--- config.mk ---
export PLATFORM = sky130hd
export DESIGN_NAME = pwm_prescaled
export DESIGN_NICKNAME = d
export VERILOG_FILES = /design/src/rtl/pwm_pkg.sv /design/src/rtl/pwm_prescaler.sv /design/src/rtl/pwm_channel.sv /design/src/rtl/pwm_prescaled.sv
export SDC_FILE = /design/constraint.sdc
export NUM_CORES = 1
export LEC_CHECK = 0
export ABC_AREA = 1
export BUFFER_PORTS_ARGS = -buffer_cell sky130_fd_sc_hd__buf_4
export CAP_MARGIN = 20
export CORE_MARGIN = 5
export CORE_UTILIZATION = 43
export CTS_CLUSTER_DIAMETER = 60
export CTS_CLUSTER_SIZE = 28
export DETAILED_ROUTE_END_ITERATION = 16
export MAX_ROUTING_LAYER = met4
export PLACE_DENSITY_LB_ADDON = 0.1
export SLEW_MARGIN = 25
export SYNTH_ARGS = -nofsm -noshare
export SYNTH_HDL_FRONTEND = slang
export SYNTH_SLANG_ARGS = --single-unit
--- constraint.sdc ---
create_clock -name clk -period 3.08 [get_ports clk]
set_clock_uncertainty 0.2 [all_clocks]
set_input_delay 0.462 -clock clk [delete_from_list [all_inputs] [get_ports clk]]
set_output_delay 0.462 -clock clk [all_outputs]
set_load 0.01 [all_outputs]
--- src/rtl/pwm_pkg.sv ---
package pwm_pkg;
   // word index of each register inside one channel window
   localparam logic [1:0] WIX_CTRL = 2'd0;
   localparam logic [1:0] WIX_DUTY = 2'd1;
   localparam logic [1:0] WIX_PER  = 2'd2;
   // address bit that selects the channel window (stride 0x10)
   localparam int CH_SEL_BIT = 4;
   localparam int BUS_W      = 32;
endpackage

--- src/rtl/pwm_prescaler.sv ---
module pwm_prescaler #(
   parameter int PRE_W = 6
) (
   input  logic             clk,
   input  logic             rst_n,
   input  logic             clear,
   input  logic [PRE_W-1:0] limit,
   output logic             tick
);
   logic [PRE_W-1:0] div_cnt;

   always_ff @(posedge clk) begin
      if (!rst_n || clear) div_cnt <= '0;
      else if (div_cnt == limit) div_cnt <= '0;
      else div_cnt <= div_cnt + 1'b1;
   end

   assign tick = !clear && (div_cnt == limit);

   AST_PRE_BOUND: assert property (@(posedge clk) disable iff (!rst_n)
      !clear |-> div_cnt <= limit);
endmodule

--- src/rtl/pwm_channel.sv ---
module pwm_channel #(
   parameter int PRE_W = 6,
   parameter int CNT_W = 10
) (
   input  logic             clk,
   input  logic             rst_n,
   input  logic             en,
   input  logic             abrupt,
   input  logic [PRE_W-1:0] cfg_pre,
   input  logic [CNT_W-1:0] cfg_pv,
   input  logic [CNT_W-1:0] cfg_dc,
   input  logic             cfg_fd,
   output logic             out
);
   logic             running;
   logic [CNT_W-1:0] per_cnt;
   logic [PRE_W-1:0] act_pre;
   logic [CNT_W-1:0] act_pv;
   logic [CNT_W-1:0] act_dc;
   logic             act_fd;
   logic             tick;
   logic             cut;
   logic             wrap;

   assign cut  = running && !en && abrupt;
   assign wrap = tick && (per_cnt == act_pv);

   pwm_prescaler #(.PRE_W(PRE_W)) u_div (
      .clk   (clk),
      .rst_n (rst_n),
      .clear (!running || cut),
      .limit (act_pre),
      .tick  (tick)
   );

   always_ff @(posedge clk) begin
      if (!rst_n) begin
         running <= 1'b0;
         per_cnt <= '0;
         act_pre <= '0;
         act_pv  <= '0;
         act_dc  <= '0;
         act_fd  <= 1'b0;
      end else if (!running) begin
         per_cnt <= '0;
         if (en) begin
            running <= 1'b1;
            act_pre <= cfg_pre;
            act_pv  <= cfg_pv;
            act_dc  <= cfg_dc;
            act_fd  <= cfg_fd;
         end
      end else if (cut) begin
         running <= 1'b0;
         per_cnt <= '0;
      end else if (wrap) begin
         per_cnt <= '0;
         if (en) begin
            act_pre <= cfg_pre;
            act_pv  <= cfg_pv;
            act_dc  <= cfg_dc;
            act_fd  <= cfg_fd;
         end else begin
            running <= 1'b0;
         end
      end else if (tick) begin
         per_cnt <= per_cnt + 1'b1;
      end
   end

   assign out = running && (act_fd || (per_cnt < act_dc));

   AST_PER_BOUND: assert property (@(posedge clk) disable iff (!rst_n)
      running |-> per_cnt <= act_pv);
   AST_ABRUPT_OFF: assert property (@(posedge clk) disable iff (!rst_n)
      (running && !en && abrupt) |=> !out);
   AST_GRACE_HOLD: assert property (@(posedge clk) disable iff (!rst_n)
      (running && !en && !abrupt && !wrap) |=> running);
   AST_SHADOW_HOLD: assert property (@(posedge clk) disable iff (!rst_n)
      (running && !wrap) |=> ($stable(act_dc) && $stable(act_pv) && $stable(act_fd)));
endmodule

--- src/rtl/pwm_prescaled.sv ---
module pwm_prescaled
   import pwm_pkg::*;
#(
   parameter int NUM_CH = 2,
   parameter int PRE_W  = 6,
   parameter int CNT_W  = 10,
   parameter int ADDR_W = 5
) (
   input  logic              clk,
   input  logic              rst_n,
   input  logic              wr_en,
   input  logic              rd_en,
   input  logic [ADDR_W-1:0] addr,
   input  logic [BUS_W-1:0]  wdata,
   output logic [BUS_W-1:0]  rdata,
   input  logic [NUM_CH-1:0] ch_en,
   output logic [NUM_CH-1:0] pwm_out
);
   localparam int CTRL_W = PRE_W + 1;
   localparam int DUTY_W = CNT_W + 1;

   generate
      if (NUM_CH < 1 || NUM_CH > 2) begin : g_bad_ch
         $error("NUM_CH must be 1 or 2");
      end
      if (ADDR_W < CH_SEL_BIT + 1) begin : g_bad_addr
         $error("ADDR_W too narrow for channel windows");
      end
      if (DUTY_W > BUS_W || CTRL_W > BUS_W) begin : g_bad_w
         $error("register fields wider than data bus");
      end
   endgenerate

   logic [BUS_W-1:0] rd_word [NUM_CH];
   logic             unused_bits;
   assign unused_bits = &{1'b0, wdata};

   genvar c;
   generate
      for (c = 0; c < NUM_CH; c++) begin : g_ch
         logic [CTRL_W-1:0] ctrl_q;
         logic [DUTY_W-1:0] duty_q;
         logic [CNT_W-1:0]  per_q;
         logic              win;

         assign win = (addr[1:0] == 2'b00) && (addr[ADDR_W-1:CH_SEL_BIT] == c);

         always_ff @(posedge clk) begin
            if (!rst_n) begin
               ctrl_q <= '0;
               duty_q <= '0;
               per_q  <= '0;
            end else if (wr_en && win) begin
               case (addr[3:2])
                  WIX_CTRL: ctrl_q <= wdata[CTRL_W-1:0];
                  WIX_DUTY: duty_q <= wdata[DUTY_W-1:0];
                  WIX_PER:  per_q  <= wdata[CNT_W-1:0];
                  default:  ;
               endcase
            end
         end

         always_comb begin
            rd_word[c] = '0;
            if (win) begin
               case (addr[3:2])
                  WIX_CTRL: rd_word[c] = BUS_W'(ctrl_q);
                  WIX_DUTY: rd_word[c] = BUS_W'(duty_q);
                  WIX_PER:  rd_word[c] = BUS_W'(per_q);
                  default:  rd_word[c] = '0;
               endcase
            end
         end

         pwm_channel #(.PRE_W(PRE_W), .CNT_W(CNT_W)) u_chan (
            .clk     (clk),
            .rst_n   (rst_n),
            .en      (ch_en[c]),
            .abrupt  (ctrl_q[PRE_W]),
            .cfg_pre (ctrl_q[PRE_W-1:0]),
            .cfg_pv  (per_q),
            .cfg_dc  (duty_q[CNT_W-1:0]),
            .cfg_fd  (duty_q[CNT_W]),
            .out     (pwm_out[c])
         );

         AST_IDLE_LOW: assert property (@(posedge clk) disable iff (!rst_n)
            (!ch_en[c] && !pwm_out[c]) |=> !pwm_out[c]);
      end
   endgenerate

   logic [BUS_W-1:0] rd_mux;
   always_comb begin
      rd_mux = '0;
      for (int k = 0; k < NUM_CH; k++) rd_mux = rd_mux | rd_word[k];
   end

   always_ff @(posedge clk) begin
      if (!rst_n) rdata <= '0;
      else if (rd_en) rdata <= rd_mux;
   end

   AST_RD_HOLD: assert property (@(posedge clk) disable iff (!rst_n)
      !rd_en |=> $stable(rdata));
endmodule

==> flow_metrics.env, run 1 <==
export IMPL_post_drt_via_cell_ratio=4.889
export IMPL_fin_setup_tns_ps=0
export IMPL_detail_route_antenna_nets=0
export IMPL_ys_seq_elements=155
export IMPL_die_y_microns=145.6
export IMPL_grt_pass1_vias=6038
export IMPL_cts_resized=0
export IMPL_dpl_hpwl_mm=13.47
export IMPL_grt_max_degree=64
export IMPL_root_buffer="clkbuf_16"
export IMPL_synth_top_cell_area_share=0.3927
export IMPL_grt_use_total=0.1856
export IMPL_min_period_over_period=0.8947
export IMPL_endpoint_kind="output pin"
export IMPL_cts_tree="yes"
export IMPL_yosys_warnings=0
export IMPL_die_area_sq_um=21190
export IMPL_power_density_nw_per_um2=554.7
export IMPL_holdPathStages=3
export IMPL_ys_top_cells_by_area="dfxtp_1 39%, nand2_1 8.8%, a21oi_1 8.6%"
export IMPL_finalMaxSlewViolations=0
export IMPL_synth_async_reset_ratio=0
export IMPL_reg2reg_to="g_ch[1].u_chan.act_dc[6]$_SDFFE_PN0P_"
export IMPL_syn_to_final_growth_pct=8.773
export IMPL_post_cts_buffers=0
export IMPL_worst_hold_slack_ps=119.8
export IMPL_required_ps=2420
export IMPL_cap_violations=0
export IMPL_first_pass_iters=6
export IMPL_core_sq_um=18020
export IMPL_cp_arrival_ps=2090
export IMPL_leakage_nw=3.596
export IMPL_hold_path_class="in -> reg"
export IMPL_overflow=0
export IMPL_dp_cells=1333
export IMPL_totalWireLength_mm=19.26
export IMPL_r2r_setup_slack_ps=800
export IMPL_synth_edf_count=0
export IMPL_avgSynthCellArea_sq_um=7.036
export IMPL_max_freq_mhz=362.9
export IMPL_ys_seq_area_frac=0.3927
export IMPL_period_needed_ps=2756
export IMPL_rr_startpoint="g_ch[1].u_chan.u_div.div_cnt[0]$_SDFF_PP0_"
export IMPL_grt_setup_unrepaired="no"
export IMPL_cp_start_kind="flop"
export IMPL_path_max_fanout=5
export IMPL_hold_viol=0
export IMPL_layout_drive_gt1_share=0.07930
export IMPL_slew_headroom=0.5142
export IMPL_h_tree_depth=4
export IMPL_io_pins=77
export IMPL_status="finished, final reports clean"
export IMPL_nets=1188
export IMPL_synth_flop_cell="dfxtp_1"
export IMPL_cts_hold_buf=0
export IMPL_cts_clk_slew_worst_paths_ps=70
export IMPL_yosysTopAreaCell="dfxtp_1"
export IMPL_clock_path_buffers=2
export IMPL_rr_worst_depth=12
export IMPL_rows=49
export IMPL_clk_latency_ps=430
export IMPL_synth_cell_type_count=38
export IMPL_port_buffers=34
export IMPL_initial_core_util=0.4384
export IMPL_fin_cells=1364
export IMPL_ir_worst_vdd_mv=0.4310
export IMPL_netlist_area_sq_um=7901
export IMPL_grt_pass1_wl_mm=31.50
export IMPL_cts_sinks=155
export IMPL_min_to="g_ch[0].u_chan.running$_SDFF_PN0_"
export IMPL_n_antenna_cell=0
export IMPL_hold_start="ch_en[0]"
export IMPL_worstSetupPathType="reg -> out"
export IMPL_antenna_found_initial=0
export IMPL_cts_made_buffers=17
export IMPL_setup_viol=0
export IMPL_vias=6668
export IMPL_synthesis_instances=1123
export IMPL_drt_iter0_markers=482
export IMPL_drc=0
export IMPL_worst_slew_pin_slew_ps=726.9
export IMPL_wire_per_inst_microns=14.12
export IMPL_gp_congestion=0.8307
export IMPL_die_w_microns=145.6
==> synthesized netlist by cell type (2+ instances only) <==
cell and n:
a211oi_1 2, a21boi_0 2, a21oi_1 136, buf_1 10, buf_12 3, buf_2 6, buf_4 31, buf_8 2
clkbuf_1 24, clkbuf_8 4, dfxtp_1 155, ha_1 22, inv_1 158, inv_2 6, nand2_1 186, nand2_4 2
nand3_1 86, nor2_1 119, nor2_2 3, nor3_1 20, nor3b_1 4, nor4_1 2, o211a_1 7, o211ai_1 6
o21ai_0 80, o22ai_1 19, o31ai_1 2, xor2_1 16
==> registers in the layout, indices dropped and copies added (netlist names) <==
register                   count
g_ch.u_chan.per_cnt           20
g_ch.u_chan.act_fd             2
g_ch.u_chan.act_dc            20
g_ch.u_chan.running            2
g_ch.per_q                    20
g_ch.u_chan.act_pv            20
g_ch.u_chan.u_div.div_cnt     12
g_ch.duty_q                   22
rdata                         11
g_ch.u_chan.act_pre           12
g_ch.ctrl_q                   14
==> layer usage <==
| layer | global-route usage | vias to the layer above | part of all wire |
|---|---|---|---|
| met5 | - | - | 0 |
| met4 | 0.04338 | 0 | 0.011 |
| met3 | 0.03737 | 18 | 0.043 |
| met2 | 0.2553 | 142 | 0.41 |
| met1 | 0.2780 | 2942 | 0.54 |
| li1 | - | 3566 | - |
==> layout by cell type (no fill, tap or decap) <==
master	Yosys	layout
bufinv_16	0	1
nand2_4	2	2
o22ai_1	19	19
o211ai_1	6	6
clkbuf_16	0	17
o31ai_1	2	2
nand3_1	86	86
nor2_8	1	1
ha_1	22	22
o221ai_1	1	1
buf_4	31	42
clkinvlp_4	0	5
inv_6	0	6
nor2_2	3	3
xnor2_1	1	1
inv_2	6	6
inv_1	158	158
nor3_1	20	20
nor3b_1	4	4
o21ai_0	80	80
conb_1	1	21
nor4_1	2	2
a21boi_0	2	2
dfxtp_1	155	155
nand2_8	1	1
xor2_1	16	16
clkinv_4	0	2
a21oi_1	136	136
nand3_4	1	1
a21oi_2	1	1
a211oi_1	2	2
and3_2	1	1
nor2_1	119	119
nand2_1	186	186
o211a_1	7	7
or2_2	1	1
==> per-stage QoR <==
stage / instance area, sq um / util / power, mW / setup WS [ps]
after floorplan: 7976 / - / 2.686 / 1136
after global placement: 8031 / 0.4456 / 2.785 / 735.5
after detailed placement: 8031 / 0.4456 / 2.789 / 764.6
after CTS: 8594 / 0.4768 / 4.807 / 303.1
after global routing: 8594 / 0.4768 / 4.993 / 197.1
final: 8594 / 0.4768 / 4.767 / 324.4
==> worst max-delay path, cell delays in order, from the launching register on <==
cell,delay (ps)
dfxtp_1,410
ha_1,280
a21oi_1,130
nor2_1,50
a211oi_1,270
nand3_1,140
a21oi_1,220
buf_4,160
==> cell families (layout without fill, tap and decap cells) <==
logic type / after synthesis / in the layout / synth area share
other cells: 1 / 21 / 0.0004746
buf+inv: 245 / 237 / 0.1471
compound gates: 256 / 256 / 0.1743
xor+xnor: 17 / 17 / 0.01884
fa+ha+maj: 22 / 22 / 0.03484
simple gates: 427 / 427 / 0.2317
flops: 155 / 155 / 0.3927
==> worst max-delay path by stage <==
stage	startpoint	end	slack [ps]
2_1_floorplan	g_ch[0].u_chan.act_dc[7]$_SDFFE_PN0P_	pwm_out[0]	1140
3_3_place_gp	g_ch[0].u_chan.per_cnt[7]$_SDFFE_PP0P_	pwm_out[0]	740
3_5_place_dp	ch_en[1]	g_ch[1].u_chan.act_dc[6]$_SDFFE_PN0P_	760
4_1_cts	g_ch[0].u_chan.per_cnt[7]$_SDFFE_PP0P_	pwm_out[0]	300
5_1_grt	g_ch[0].u_chan.per_cnt[7]$_SDFFE_PP0P_	pwm_out[0]	200
6_report	g_ch[0].u_chan.per_cnt[7]$_SDFFE_PP0P_	pwm_out[0]	320
==> power breakdown <==
part,switching [mW],total [mW],internal [mW]
combinational,0.389,0.593,0.204
sequential,0.0577,2.15,2.09
clock,0.903,2.03,1.12
total,1.35,4.77,3.42
==> area by class of cell <==
cell class                 instances  area [sq um]
tap                              229         286.5
timing repair buffer              42         315.3
clock buffer                      17         425.4
fill                            1932          9430
inverter                         164         615.6
multi-input combinational        743          3711
sequential                       155          3103
clock inverter                    14         137.6
No activity file was read; power rests on OpenSTA's default activity.
==> run 2: changes to the inputs <==
- ABC_AREA: 1 -> unset
==> run 2 against run 1 <==
  * Critical path depth grew 1
  * Non-clock buffer count up 4
  * Setup slack got worse by 92 ps
  * Largest cell class unchanged
  * Global-route usage shrank 0.14 points
  * Via count shrank 7.9%
  * Clock power grew 9%
  * Critical endpoint is now pwm_out[1]
  * Sequential share of layout area increased by 0.78 points
  * Final cell count down 16%
  * Wire length shrank 6.5%
  * Critical path type unchanged
  * Maximum frequency shrank 3.2%
  * Register-to-register slack got worse by 260 ps
  * Synthesized area shrank 4.7%
==> flow_metrics.env, run 2 <==
export IMPL_power_total_mw=4.509
export IMPL_yosysTopAreaCell="dfxtp_1"
export IMPL_synthesis_instances=898
export IMPL_syn_to_final_growth_pct=11.75
export IMPL_synth_cell_type_count=58
export IMPL_hold_path_class="in -> reg"
export IMPL_rows=48
export IMPL_p_comb_frac=0.059
export IMPL_period_needed_ps=2848
export IMPL_io_pins=77
export IMPL_cts_sinks=155
export IMPL_layout_drive_gt1_share=0.09727
export IMPL_min_period_over_period=0.9245
export IMPL_wire_per_inst_microns=15.80
export IMPL_yosys_top_cells_count="155 x dfxtp_1, 153 x nand2_1, 71 x nand3_1, 64 x o21ai_0, 48 x nor2_1"
export IMPL_fin_cells=1140
export IMPL_cts_clk_slew_worst_paths_ps=60
export IMPL_ys_seq_area_frac=0.4122
export IMPL_top_register="g_ch.duty_q"
export IMPL_slew_headroom=0.6441
export IMPL_ys_top_cells_by_area="dfxtp_1 41%, nand2_1 7.6%, nand3_1 4.7%"
export IMPL_internal_power_mw=3.461
export IMPL_max_freq_mhz=351.2
export IMPL_die_y_microns=142.3
export IMPL_crit_chain="ha_1, a21o_1, a21o_1, a21oi_1, and3_1, a21oi_1, o21ai_0, buf_4"
export IMPL_clock_path_buffers=2
export IMPL_synth_flop_cell="dfxtp_1"
export IMPL_cts_made_buffers=17
export IMPL_cap_violations=0
export IMPL_final_cell_mix="155 x dfxtp_1, 153 x nand2_1, 71 x nand3_1, 64 x o21ai_0, 48 x nor2_1"
export IMPL_endpoint_kind="output pin"
export IMPL_detail_route_antenna_nets=0
export IMPL_fin_setup_tns_ps=0
export IMPL_seq_power_share=0.452
export IMPL_yosysMostFrequentCell="dfxtp_1"
export IMPL_root_buffer="clkbuf_16"
export IMPL_dpl_hpwl_mm=13.05
export IMPL_netlist_area_sq_um=7528
export IMPL_grt_use_total=0.1841
export IMPL_grt_pass1_vias=5690
export IMPL_power_switching_mw=1.048
export IMPL_worst_hold_slack_ps=91.66
export IMPL_grt_setup_unrepaired="no"
export IMPL_largest_reg_flops=22
export IMPL_core_sq_um=17240
export IMPL_worst_slew_pin_slew_ps=529.8
export IMPL_hold_viol=0
export IMPL_totalWireLength_mm=18.01
export IMPL_grt_max_degree=63
export IMPL_drc=0
export IMPL_cp_arrival_ps=2190
export IMPL_synth_edf_count=0
export IMPL_clk_latency_ps=420
export IMPL_dpl_cell_area_sq_um=7791
export IMPL_first_pass_iters=5
export IMPL_die_area_sq_um=20260
export IMPL_post_cts_buffers=0
export IMPL_post_drt_via_cell_ratio=5.386
export IMPL_setup_viol=0
export IMPL_port_buffers=34
export IMPL_gp_congestion=0.8222
export IMPL_p_clk_frac=0.489
export IMPL_cpMaxStageDelayCell="dfxtp_1"
export IMPL_finalMaxSlewViolations=0
export IMPL_drt_iter0_markers=526
export IMPL_vias=6140
export IMPL_cts_tree="yes"
export IMPL_ys_seq_elements=155
export IMPL_leakage_nw=3.226
export IMPL_grt_pass1_wl_mm=29.05
export IMPL_die_w_microns=142.3
export IMPL_final_common_cell="dfxtp_1"
export IMPL_power_share_switching=0.2324
export IMPL_final_area_sq_um=8413
export IMPL_cpPeakStageDelay_ps=470
export IMPL_cp_start_kind="flop"
export IMPL_h_tree_depth=4
export IMPL_cts_resized=0
export IMPL_synth_async_reset_ratio=0
export IMPL_antenna_found_initial=0
export IMPL_path_max_fanout=5
export IMPL_yosys_warnings=0
export IMPL_initial_core_util=0.4368
export IMPL_dp_cells=1109
export IMPL_avgSynthCellArea_sq_um=8.384
export IMPL_worstSetupPathType="reg -> out"
export IMPL_required_ps=2420
export IMPL_ir_worst_vdd_mv=0.4752
export IMPL_overflow=0
export IMPL_cts_hold_buf=0
export IMPL_synth_top_cell_area_share=0.4122
export IMPL_power_density_nw_per_um2=535.9
export IMPL_status="finished, final reports clean"
export IMPL_nets=968
export IMPL_n_antenna_cell=0
[run 2: cell count changes in the layout (fill, tap and decap cells not counted), sizes merged, moves of 15 or more]
cell | previous run | this run
inv | 170 | 27
a21oi | 137 | 38
nor2 | 123 | 49
a21boi | 2 | 43
nand2 | 189 | 153
mux2i | 0 | 28
nor2b | 0 | 24
xnor2 | 1 | 20
o22ai | 19 | 2
nand3 | 87 | 71
nor3 | 20 | 5
[run 2: worst paths after layout]
check                                         start                                    end  slack, ps  depth (start not counted)
max          g_ch[1].u_chan.per_cnt[7]$_SDFFE_PP0P_                             pwm_out[1]        230                          8
min                                        ch_en[0]      g_ch[0].u_chan.running$_SDFF_PN0_         90                          2
max reg2reg  g_ch[0].u_chan.per_cnt[4]$_SDFFE_PP0P_  g_ch[0].u_chan.act_pv[1]$_SDFFE_PN0P_        540                          8
min reg2reg      g_ch[1].u_chan.act_fd$_SDFFE_PN0P_     g_ch[1].u_chan.act_fd$_SDFFE_PN0P_        260                          2
[run 2: power by group through the flow]
| stage | combinational [mW] | clock, mW | sequential [mW] |
|---|---|---|---|
| after CTS | 0.264 | 2.25 | 2.04 |
| after floorplan | 0.206 | 0 | 2.08 |
| after detailed placement | 0.264 | 0 | 2.08 |
| after global routing | 0.288 | 2.34 | 2.04 |
| after global placement | 0.259 | 0 | 2.08 |
| final | 0.265 | 2.21 | 2.04 |
[run 2: cells by family (layout without fill, tap and decap cells)]
logic type,Yosys count,in the layout,share of synthesized area
adders and majority gates,22,22,0.03656
other,1,21,0.0004981
xor gates and xnor gates,46,46,0.05352
muxes,28,28,0.03723
and+or+nand+nor,344,344,0.2169
buffers and inverters,105,102,0.07246
DFF,155,155,0.4122
AOI/OAI and AO/OA,197,197,0.1707
[run 2: per-layer routing]
layer	up-vias	track usage	share of wire
met1	2927	0.2682	0.52
met2	149	0.2586	0.43
met4	0	0.05903	0.013
met3	20	0.03226	0.045
li1	3044	-	-
met5	-	-	0
[run 2: area by class of cell]
cell class                      count  area (sq um)
Clock inverter                     14         196.4
Fill cell                        1687          8823
Sequential cell                   155          3103
Multi-Input combinational cell    658          3955
Tap cell                          225         281.5
Clock buffer                       17         425.4
Inverter                           25         93.84
Timing Repair Buffer               46         357.8
[run 2: stage by stage]
stage          worst slack [ps]    util
5_1_grt                   71.63  0.4881
3_3_place_gp              661.7  0.4520
3_5_place_dp              621.1  0.4520
2_1_floorplan             919.7       -
4_1_cts                   200.9  0.4881
6_report                  232.5  0.4881
[run 2: critical path, delay by kind of cell (launching register included)]
kind | cells | cell delay (ps)
compound gates | 5 | 660
flops | 1 | 470
fa+ha+maj | 1 | 300
simple gates | 1 | 180
buf+inv | 1 | 160
